**src/rtl/bist_prbs_pkg.sv**
```systemverilog
package bist_prbs_pkg;
  localparam int PRBS_W = 7;
  typedef logic [PRBS_W-1:0] prbs_t;
  localparam prbs_t PRBS_SEED = '1;

  // feedback of x^7 + x^6 + 1: oldest bit xor second oldest
  function automatic logic prbs_fb(input prbs_t s);
    return s[PRBS_W-1] ^ s[PRBS_W-2];
  endfunction

  function automatic prbs_t prbs_shift(input prbs_t s, input logic b);
    return {s[PRBS_W-2:0], b};
  endfunction
endpackage

```
**src/rtl/bist_prbs_gen.sv**
```systemverilog
module bist_prbs_gen
  import bist_prbs_pkg::*;
#(
  parameter prbs_t SEED = PRBS_SEED
) (
  input  logic clk,
  input  logic rst_n,
  input  logic run,
  output logic bit_o
);
  prbs_t state_q;
  logic  fb_w;

  assign fb_w  = prbs_fb(state_q);
  assign bit_o = run & fb_w;

  always_ff @(posedge clk or negedge rst_n) begin
    if (!rst_n)   state_q <= SEED;
    else if (!run) state_q <= SEED;
    else          state_q <= prbs_shift(state_q, fb_w);
  end


  prbs_live_chk: assert property (@(posedge clk) disable iff (!rst_n)
    run |-> state_q != '0);

  seed_hold_chk: assert property (@(posedge clk) disable iff (!rst_n)
    !run |=> state_q == SEED);
endmodule

```
**src/rtl/bist_prbs_chk.sv**
```systemverilog
module bist_prbs_chk
  import bist_prbs_pkg::*;
#(
  parameter int SETTLE = 8
) (
  input  logic clk,
  input  logic rst_n,
  input  logic en,
  input  logic loop_on,
  input  logic rx,
  output logic locked,
  output logic err,
  output logic mm_evt,
  output logic zero_evt
);
  localparam int LOCK_AT = SETTLE + PRBS_W;
  localparam int CNT_W   = $clog2(LOCK_AT + 1);
  localparam logic [CNT_W-1:0] SETTLE_C = CNT_W'(SETTLE);
  localparam logic [CNT_W-1:0] LOCK_C   = CNT_W'(LOCK_AT);

  logic [CNT_W-1:0] cnt_q;
  prbs_t            ref_q;
  logic             err_q;
  logic             loading_w, load_last_w, exp_w;

  assign locked      = (cnt_q == LOCK_C);
  assign loading_w   = loop_on && (cnt_q >= SETTLE_C) && !locked;
  assign load_last_w = loading_w && (cnt_q == LOCK_C - 1'b1);
  assign exp_w       = prbs_fb(ref_q);
  assign mm_evt      = loop_on && locked && (rx != exp_w);
  assign zero_evt    = load_last_w && (prbs_shift(ref_q, rx) == '0);
  assign err         = err_q;

  always_ff @(posedge clk or negedge rst_n) begin
    if (!rst_n) begin
      cnt_q <= '0;
      ref_q <= '0;
      err_q <= 1'b0;
    end else begin
      if (!loop_on)     cnt_q <= '0;
      else if (!locked) cnt_q <= cnt_q + 1'b1;

      if (loading_w)             ref_q <= prbs_shift(ref_q, rx);
      else if (locked && loop_on) ref_q <= prbs_shift(ref_q, exp_w);

      if (!en)                       err_q <= 1'b0;
      else if (mm_evt || zero_evt)   err_q <= 1'b1;
    end
  end


  err_sticky_chk: assert property (@(posedge clk) disable iff (!rst_n)
    en && err_q |=> err_q);

  lock_needs_loop_chk: assert property (@(posedge clk) disable iff (!rst_n)
    $rose(locked) |-> $past(loop_on));

  relock_clear_chk: assert property (@(posedge clk) disable iff (!rst_n)
    !loop_on |=> !locked);
endmodule

```
**src/rtl/bist_prbs_engine.sv**
```systemverilog
module bist_prbs_engine
  import bist_prbs_pkg::*;
#(
  parameter int    SETTLE = 8,
  parameter prbs_t SEED   = PRBS_SEED
) (
  input  logic clk,
  input  logic rst_n,
  input  logic bist_en,
  input  logic lpbk_req,
  input  logic test_mode,
  output logic src_bit,
  input  logic ret_bit,
  output logic lpbk_on,
  output logic pass
);
  logic locked_w, err_w, mm_evt_w, zero_evt_w;

  assign lpbk_on = bist_en & lpbk_req & ~test_mode;

  bist_prbs_gen #(.SEED(SEED)) u_gen (
    .clk   (clk),
    .rst_n (rst_n),
    .run   (bist_en),
    .bit_o (src_bit)
  );

  bist_prbs_chk #(.SETTLE(SETTLE)) u_chk (
    .clk      (clk),
    .rst_n    (rst_n),
    .en       (bist_en),
    .loop_on  (lpbk_on),
    .rx       (ret_bit),
    .locked   (locked_w),
    .err      (err_w),
    .mm_evt   (mm_evt_w),
    .zero_evt (zero_evt_w)
  );

  assign pass = lpbk_on & locked_w & ~err_w;


  mm_drop_chk: assert property (@(posedge clk) disable iff (!rst_n)
    mm_evt_w && bist_en |=> !pass);

  zero_fail_chk: assert property (@(posedge clk) disable iff (!rst_n)
    zero_evt_w && bist_en |=> !pass);

  enable_low_chk: assert property (@(posedge clk) disable iff (!rst_n)
    $rose(bist_en) |-> !pass);

  override_chk: assert property (@(posedge clk) disable iff (!rst_n)
    test_mode |-> !pass);
endmodule

```
**config.mk**
```make
export PLATFORM = sky130hd
export DESIGN_NAME = bist_prbs_engine
export DESIGN_NICKNAME = d
export VERILOG_FILES = /design/src/rtl/bist_prbs_pkg.sv /design/src/rtl/bist_prbs_gen.sv /design/src/rtl/bist_prbs_chk.sv /design/src/rtl/bist_prbs_engine.sv
export SDC_FILE = /design/constraint.sdc
export NUM_CORES = 1
export LEC_CHECK = 0
export ABC_AREA = 1
export CAP_MARGIN = 10
export CORE_MARGIN = 5
export CORE_UTILIZATION = 54
export DETAILED_ROUTE_END_ITERATION = 7
export GPL_TIMING_DRIVEN = 0
export PLACE_DENSITY = 0.77
export SETUP_SLACK_MARGIN = 0.02
export SLEW_MARGIN = 20
export SYNTH_ARGS = -nofsm -noshare
export SYNTH_HDL_FRONTEND = slang
export SYNTH_SLANG_ARGS = --single-unit
```
**constraint.sdc**
```tcl
create_clock -name clk -period 1.6 [get_ports clk]
set_input_delay 0.16 -clock clk [delete_from_list [all_inputs] [get_ports clk]]
set_output_delay 0.16 -clock clk [all_outputs]
set_load 0.01 [all_outputs]
```
==> impl_results.rst, run 1 <==
.. list-table::
   :header-rows: 1

   * - Metric
     - Value
   * - Worst-skew pair later-pin latency
     - 300 ps
   * - Share of final-layout standard cells stronger than drive strength 1
     - 36.28%
   * - Cell at the root of the clock tree
     - clkbuf_4
   * - Total area of sequential cells
     - 484.2 sq um
   * - Synth warn
     - 0
   * - Clock Tree Buf Depth
     - 2
   * - Worst setup slack after placement
     - -231.0 ps
   * - Leading cell types in the layout, fill and taps excluded
     - 17 x nand2_1, 12 x nand3_1, 12 x dfrtp_1
   * - Clock period minus worst slack
     - 1494 ps
   * - Crit Reg-Reg Startpoint
     - u_chk.cnt_q[0]
   * - Leading cell type in the layout, fill and taps excluded
     - nand2_1
   * - Critical Path Source Type
     - flop
   * - Syn Area/Cell
     - 9.746 sq um
   * - Crit Path Category
     - flop to output pin
   * - Antenna viol nets, final
     - 0
   * - First-iteration detailed-routing DRC count
     - 11
   * - Post-detailed-placement half-perimeter wirelength
     - 1.113 mm
   * - Post-route clock skew
     - 6.491 ps
   * - Vias/cell
     - 5.100
   * - CP Data Required Time
     - 1440 ps
   * - Cell leakage power
     - 0.5183 nW
   * - Average routed wire per standard cell
     - 12.23 um
   * - Grt ovf
     - 0
   * - IO Pins
     - 9
   * - Number of endpoints failing setup at the final stage
     - 0
   * - FF-to-FF End
     - u_chk.err
   * - Initial Utilization
     - 55.43%
   * - Number of buffers inserted during clock tree synthesis
     - 3
   * - Total power per unit cell area
     - 714.6 nW/um^2
   * - Mapped Area
     - 925.9 sq um
   * - Total area of multi-input combinational cells
     - 401.6 sq um
   * - Tightest Pin Transition
     - 810.1 ps
   * - Worst Path Arrival
     - 1330 ps
   * - Layout filler cell count
     - 136
   * - Smallest setup slack after layout
     - 106.3 ps
   * - Setup repair after global routing missed its margin
     - false
   * - Core box area
     - 1670 sq um
   * - Finished layout cell area
     - 1115 sq um
   * - Total inserted antenna cells
     - 0
   * - Router iterations before antenna repair
     - 4
   * - Cell Chain, Critical Path
     - ha_4 > nand3_4 > nor2_4 > inv_2 > nor2_2 > buf_2
   * - Largest net degree at the start of global routing
     - 20
   * - Maximum clock frequency
     - 0.6695 GHz
   * - TritonCTS clock tree
     - built
   * - Vias in the first global route
     - 640
   * - Number of distinct standard cells referenced by the synthesized netlist
     - 23
   * - Worst supply voltage drop on vdd
     - 0.6559 mV
   * - Via count
     - 663
   * - Global-route wire length before repair
     - 2.704 mm
   * - Setup slack, reg-to-reg
     - 230 ps
   * - Post-Syn Nets
     - 104
   * - Fraction of the cycle the final worst path needs
     - 93.36%
   * - Clock Sinks
     - 19
   * - Total die area
     - 2642 sq um
   * - Area growth from synthesis to layout
     - 20.41%
   * - Clock-pin slew on the worst setup and hold paths
     - 110 ps
   * - Worst slew margin
     - 45.83%
   * - Worst hold path type
     - input pin to async pin
   * - Depth of the worst register-to-register path
     - 7
   * - Final weighted congestion in routability-driven placement
     - 0.8285
   * - Number of maximum-capacitance violations
     - 0
   * - Antenna violations before repair
     - 0
   * - Number of standard cells after synthesis
     - 95
   * - Number of max-slew violations in the final report
     - 0
   * - DP Area
     - 1027 sq um
   * - Global Route Usage Sum
     - 13.79%
   * - Slowest CP cell
     - dfrtp_1
   * - Die H
     - 51.41 um
   * - Number of H-tree branching levels
     - 1
   * - I/O Buffers
     - 8
   * - Sum of routed wire length over all layers
     - 1.590 mm
   * - DRC violations left
     - 0
   * - # nets final
     - 123
   * - Type of destination of the critical path
     - output pin
   * - Flop and latch count out of synthesis
     - 19
   * - Share of the yosys chip area belonging to registers
     - 52.30%
   * - Number of rows created at floorplan
     - 15
   * - Horiz. Die Dim
     - 51.41 um
   * - Result of the run
     - finished, final reports clean
   * - Count of hold-fix buffers inserted at cts
     - 0
   * - Hold violation count in the final report
     - 0
   * - Slowest cell delay on critical path
     - 420 ps
   * - Critical path peak fanout
     - 3
worst max path at each step:
stage / start / endpoint / slack (ps) / cells past startpoint
final: u_chk.cnt_q[1] / pass / 110 / 6
after global routing: u_chk.cnt_q[1] / pass / 20 / 6
after CTS: u_chk.cnt_q[0] / pass / -30 / 6
after detailed placement: bist_en / pass / -230 / 6
after global placement: bist_en / pass / -220 / 6
after floorplan: u_chk.cnt_q[1] / pass / 410 / 5
layout make-up:
cell class	count	area share [%]
Tap cell	17	1.908
Clock inverter	1	0.4489
Timing Repair Buffer	14	10.55
Inverter	13	4.602
Sequential cell	19	43.43
Clock buffer	3	2.020
Multi-Input combinational cell	62	36.03
Buffer	1	1.010
registers in the layout, indices dropped and copies added, names as in the netlist:
| register | cells |
|---|---|
| u_chk.cnt_q | 4 |
| u_chk.err | 1 |
| u_chk.ref_q | 7 |
| u_gen.state_q | 7 |
repair_timing:
action / CTS / global route
pin swaps: 1 / 2
setup endpoints to repair: 3 / 1
gates cloned: 0 / 0
setup buffers: 2 / 4
gates resized for setup: 8 / 2
routing by layer:
layer | up-vias | wire length [um] | part of all wire (%) | track usage, %
li1 | 340 | - | - | -
met1 | 297 | 692 | 44 | 15.99
met2 | 20 | 785 | 49 | 23.09
met3 | 6 | 74 | 4.7 | 4.082
met4 | 0 | 38 | 2.4 | 6.550
met5 | - | 0 | 0 | 0
power by group:
part / switching (mW) / leakage [nW] / total, mW / internal (mW)
Combinational: 0.0297 / 0.265 / 0.0533 / 0.0236
Sequential: 0.00354 / 0.235 / 0.496 / 0.492
Clock: 0.154 / 0.0177 / 0.248 / 0.0932
Total: 0.188 / 0.518 / 0.797 / 0.609
cell families after synthesis:
group	count (synthesis)	share of synthesized area, %
AO/OA/AOI/OAI	10	9.054
XOR/XNOR	1	0.9461
adder cells (fa/ha/maj)	3	4.054
buffers and inverters	14	6.757
flip-flops	19	52.30
AND/OR/NAND/NOR	48	26.89
cell usage after synthesis (all sizes together):
cell	n	share of area [%]
a31oi	1	0.68
inv	13	5.5
o21ai	6	5.3
nand2	18	8.1
dfrtp	12	32
a21oi	1	0.95
buf	1	1.2
dfstp	7	20
xnor2	1	0.95
nor2	9	4.5
a211oi	1	0.81
nand3	14	9.5
or2	6	4.1
ha	3	4.1
o211ai	1	1.4
and3	1	0.81
through the flow:
step                utilization (%)  cells  TNS [ps]  total power, mW  hold slack [ps]
finish                        66.74    130         0           0.7966            312.2
global route                  66.74    130         0           0.8283            401.2
CTS                           65.17    126    -32.33           0.7967            352.8
detailed placement            61.50    120    -358.9           0.5558            477.9
global placement              61.50    120    -330.3           0.5543            465.5
floorplan                         -     95         0           0.5245           -135.6
worst max-delay path: cells and delay by family (launching register included):
| family | cells | cell delay (ps) |
|---|---|---|
| buffers and inverters | 2 | 170 |
| AND/OR/NAND/NOR | 3 | 270 |
| flip-flops | 1 | 420 |
| adder cells (fa/ha/maj) | 1 | 170 |
(Power assumes the default switching activity.)
==> inputs of run 2 (changes only) <==
CORE_UTILIZATION = 40   (was 54)
PLACE_DENSITY = 0.6   (was 0.77)
RECOVER_POWER = 25   (was unset)
==> run 2 against run 1 <==
  * Worst hold slack better by 85 ps
  * Highest routed layer unchanged
  * Final area is 0.45% higher
  * Clock power is 2% lower
  * Maximum frequency is 1.2% lower
==> impl_results.rst, run 2 (same netlist as run 1, synthesis figures left out) <==
.. list-table::
   :header-rows: 1

   * - Metric
     - Value
   * - CP Data Required Time
     - 1440 ps
   * - Total area of multi-input combinational cells
     - 401.6 sq um
   * - Leading registers by flop count
     - u_chk.ref_q (7), u_gen.state_q (7), u_chk.cnt_q (4)
   * - Leading cell types in the layout, fill and taps excluded
     - 17 x nand2_1, 12 x nand3_1, 12 x dfrtp_1
   * - TritonCTS clock tree
     - built
   * - Worst supply voltage drop on vdd
     - 0.4130 mV
   * - Number of rows created at floorplan
     - 17
   * - Worst-skew pair later-pin latency
     - 300 ps
   * - Crit Path Category
     - flop to output pin
   * - Worst slew margin
     - 43.62%
   * - Antenna viol nets, final
     - 0
   * - Tightest Pin Transition
     - 842.9 ps
   * - Grt ovf
     - 0
   * - Router iterations before antenna repair
     - 4
   * - Layout filler cell count
     - 217
   * - Count of hold-fix buffers inserted at cts
     - 0
   * - Final weighted congestion in routability-driven placement
     - 0.7476
   * - Clock-pin slew on the worst setup and hold paths
     - 100 ps
   * - Global-route wire length before repair
     - 2.780 mm
   * - Vias/cell
     - 4.829
   * - Accumulated negative setup slack
     - 0 ps
   * - Average routed wire per standard cell
     - 11.51 um
   * - DP Area
     - 1041 sq um
   * - Finished layout cell area
     - 1120 sq um
   * - Clock Tree Buf Depth
     - 2
   * - Share of final-layout standard cells stronger than drive strength 1
     - 33.93%
   * - Setup repair after global routing missed its margin
     - true
   * - Initial Utilization
     - 41.86%
   * - Hold violation count in the final report
     - 0
   * - Cell at the root of the clock tree
     - clkbuf_4
   * - Number of buffers inserted during clock tree synthesis
     - 3
   * - Total die area
     - 3377 sq um
   * - Via count
     - 676
   * - Core box area
     - 2212 sq um
   * - Total area of sequential cells
     - 484.2 sq um
   * - Sum of routed wire length over all layers
     - 1.611 mm
   * - Vias in the first global route
     - 639
   * - Fraction of the cycle the final worst path needs
     - 94.46%
   * - Die H
     - 58.11 um
   * - Critical path peak fanout
     - 3
   * - Global Route Usage Sum
     - 11.02%
   * - Maximum clock frequency
     - 0.6617 GHz
   * - I/O Buffers
     - 8
   * - Post-route clock skew
     - 1.055 ps
   * - Slowest CP cell
     - dfrtp_1
   * - Antenna violations before repair
     - 0
   * - Clock Sinks
     - 19
   * - Number of buffers and inverters on the critical path
     - 2
   * - Total inserted antenna cells
     - 0
   * - Total power per unit cell area
     - 704.3 nW/um^2
   * - Number of max-slew violations in the final report
     - 0
   * - Cell Chain, Critical Path
     - ha_4 > nand3_4 > nor2_4 > inv_2 > nor2_2 > buf_2
   * - Worst hold path type
     - input pin to async pin
   * - DRC violations left
     - 0
   * - Clock period minus worst slack
     - 1511 ps
   * - Slowest cell delay on critical path
     - 420 ps
   * - Horiz. Die Dim
     - 58.11 um
   * - Cell leakage power
     - 0.5082 nW
   * - IO Pins
     - 9
   * - Largest net degree at the start of global routing
     - 20
   * - Number of maximum-capacitance violations
     - 0
   * - Number of endpoints failing setup at the final stage
     - 0
   * - Leading cell type in the layout, fill and taps excluded
     - nand2_1
   * - # nets final
     - 122
   * - Area growth from synthesis to layout
     - 20.95%
   * - Critical Path Source Type
     - flop
   * - Worst Path Arrival
     - 1350 ps
   * - Number of H-tree branching levels
     - 1
   * - Post-detailed-placement half-perimeter wirelength
     - 1.128 mm
   * - Cell family contributing the most delay on the critical path
     - flip-flops
   * - Result of the run
     - finished, final reports clean
   * - First-iteration detailed-routing DRC count
     - 17
   * - Type of destination of the critical path
     - output pin
run 2: layer usage:
layer	share of wire [%]	global-route usage, %	wire length, um	vias to the layer above
met5	0	0	0	-
met4	1.9	4.967	31	0
met3	4.8	4.454	77	5
met2	47	17.58	765	9
met1	46	12.95	736	328
li1	-	-	-	334
run 2: stage by stage:
step	power (mW)	std cells	hold slack [ps]	utilization, %	setup WS, ps
3_5_place_dp	0.5562	131	468.1	47.06	-253.5
3_3_place_gp	0.5551	131	464.6	47.06	-234.5
4_1_cts	0.8084	136	350.5	49.15	14.85
6_report	0.7887	140	397.0	50.62	88.72
5_1_grt	0.8287	140	471.3	50.62	-1.731
2_1_floorplan	0.5245	95	-135.6	-	405.4
run 2: worst paths after layout:
path | from | end | slack, ps | cells past startpoint
min in group clk | u_chk.ref_q[4] | u_chk.ref_q[4] | 490 | 2
worst min-delay path | rst_n | u_chk.cnt_q[1] | 400 | 1
max in group asynchronous | rst_n | u_chk.ref_q[5] | 690 | 1
worst min register to register | u_chk.ref_q[4] | u_chk.ref_q[4] | 490 | 2
worst max register to register | u_chk.cnt_q[1] | u_chk.err | 360 | 5
worst max-delay path | u_chk.cnt_q[0] | pass | 90 | 6
run 2: layout make-up:
class                      count  share of cell area, %
buffer                         1                  1.006
timing repair buffer          13                  9.832
clock buffer                   4                  2.346
tap                           28                  3.129
sequential                    19                  43.24
inverter                      13                  4.581
multi-input combinational     62                  35.87
run 2: report_power, final:
group          total [mW]  switching (mW)  leakage [nW]  internal, mW
Sequential          0.495         0.00357         0.234         0.492
Combinational      0.0500          0.0297         0.259        0.0203
Clock               0.243           0.146        0.0150        0.0974
run 2: repair_timing:
action	CTS	global route
buffers inserted	1	4
pin swaps	2	2
gates resized for setup	9	1
gates cloned	0	0
endpoints found under the setup margin	3	1
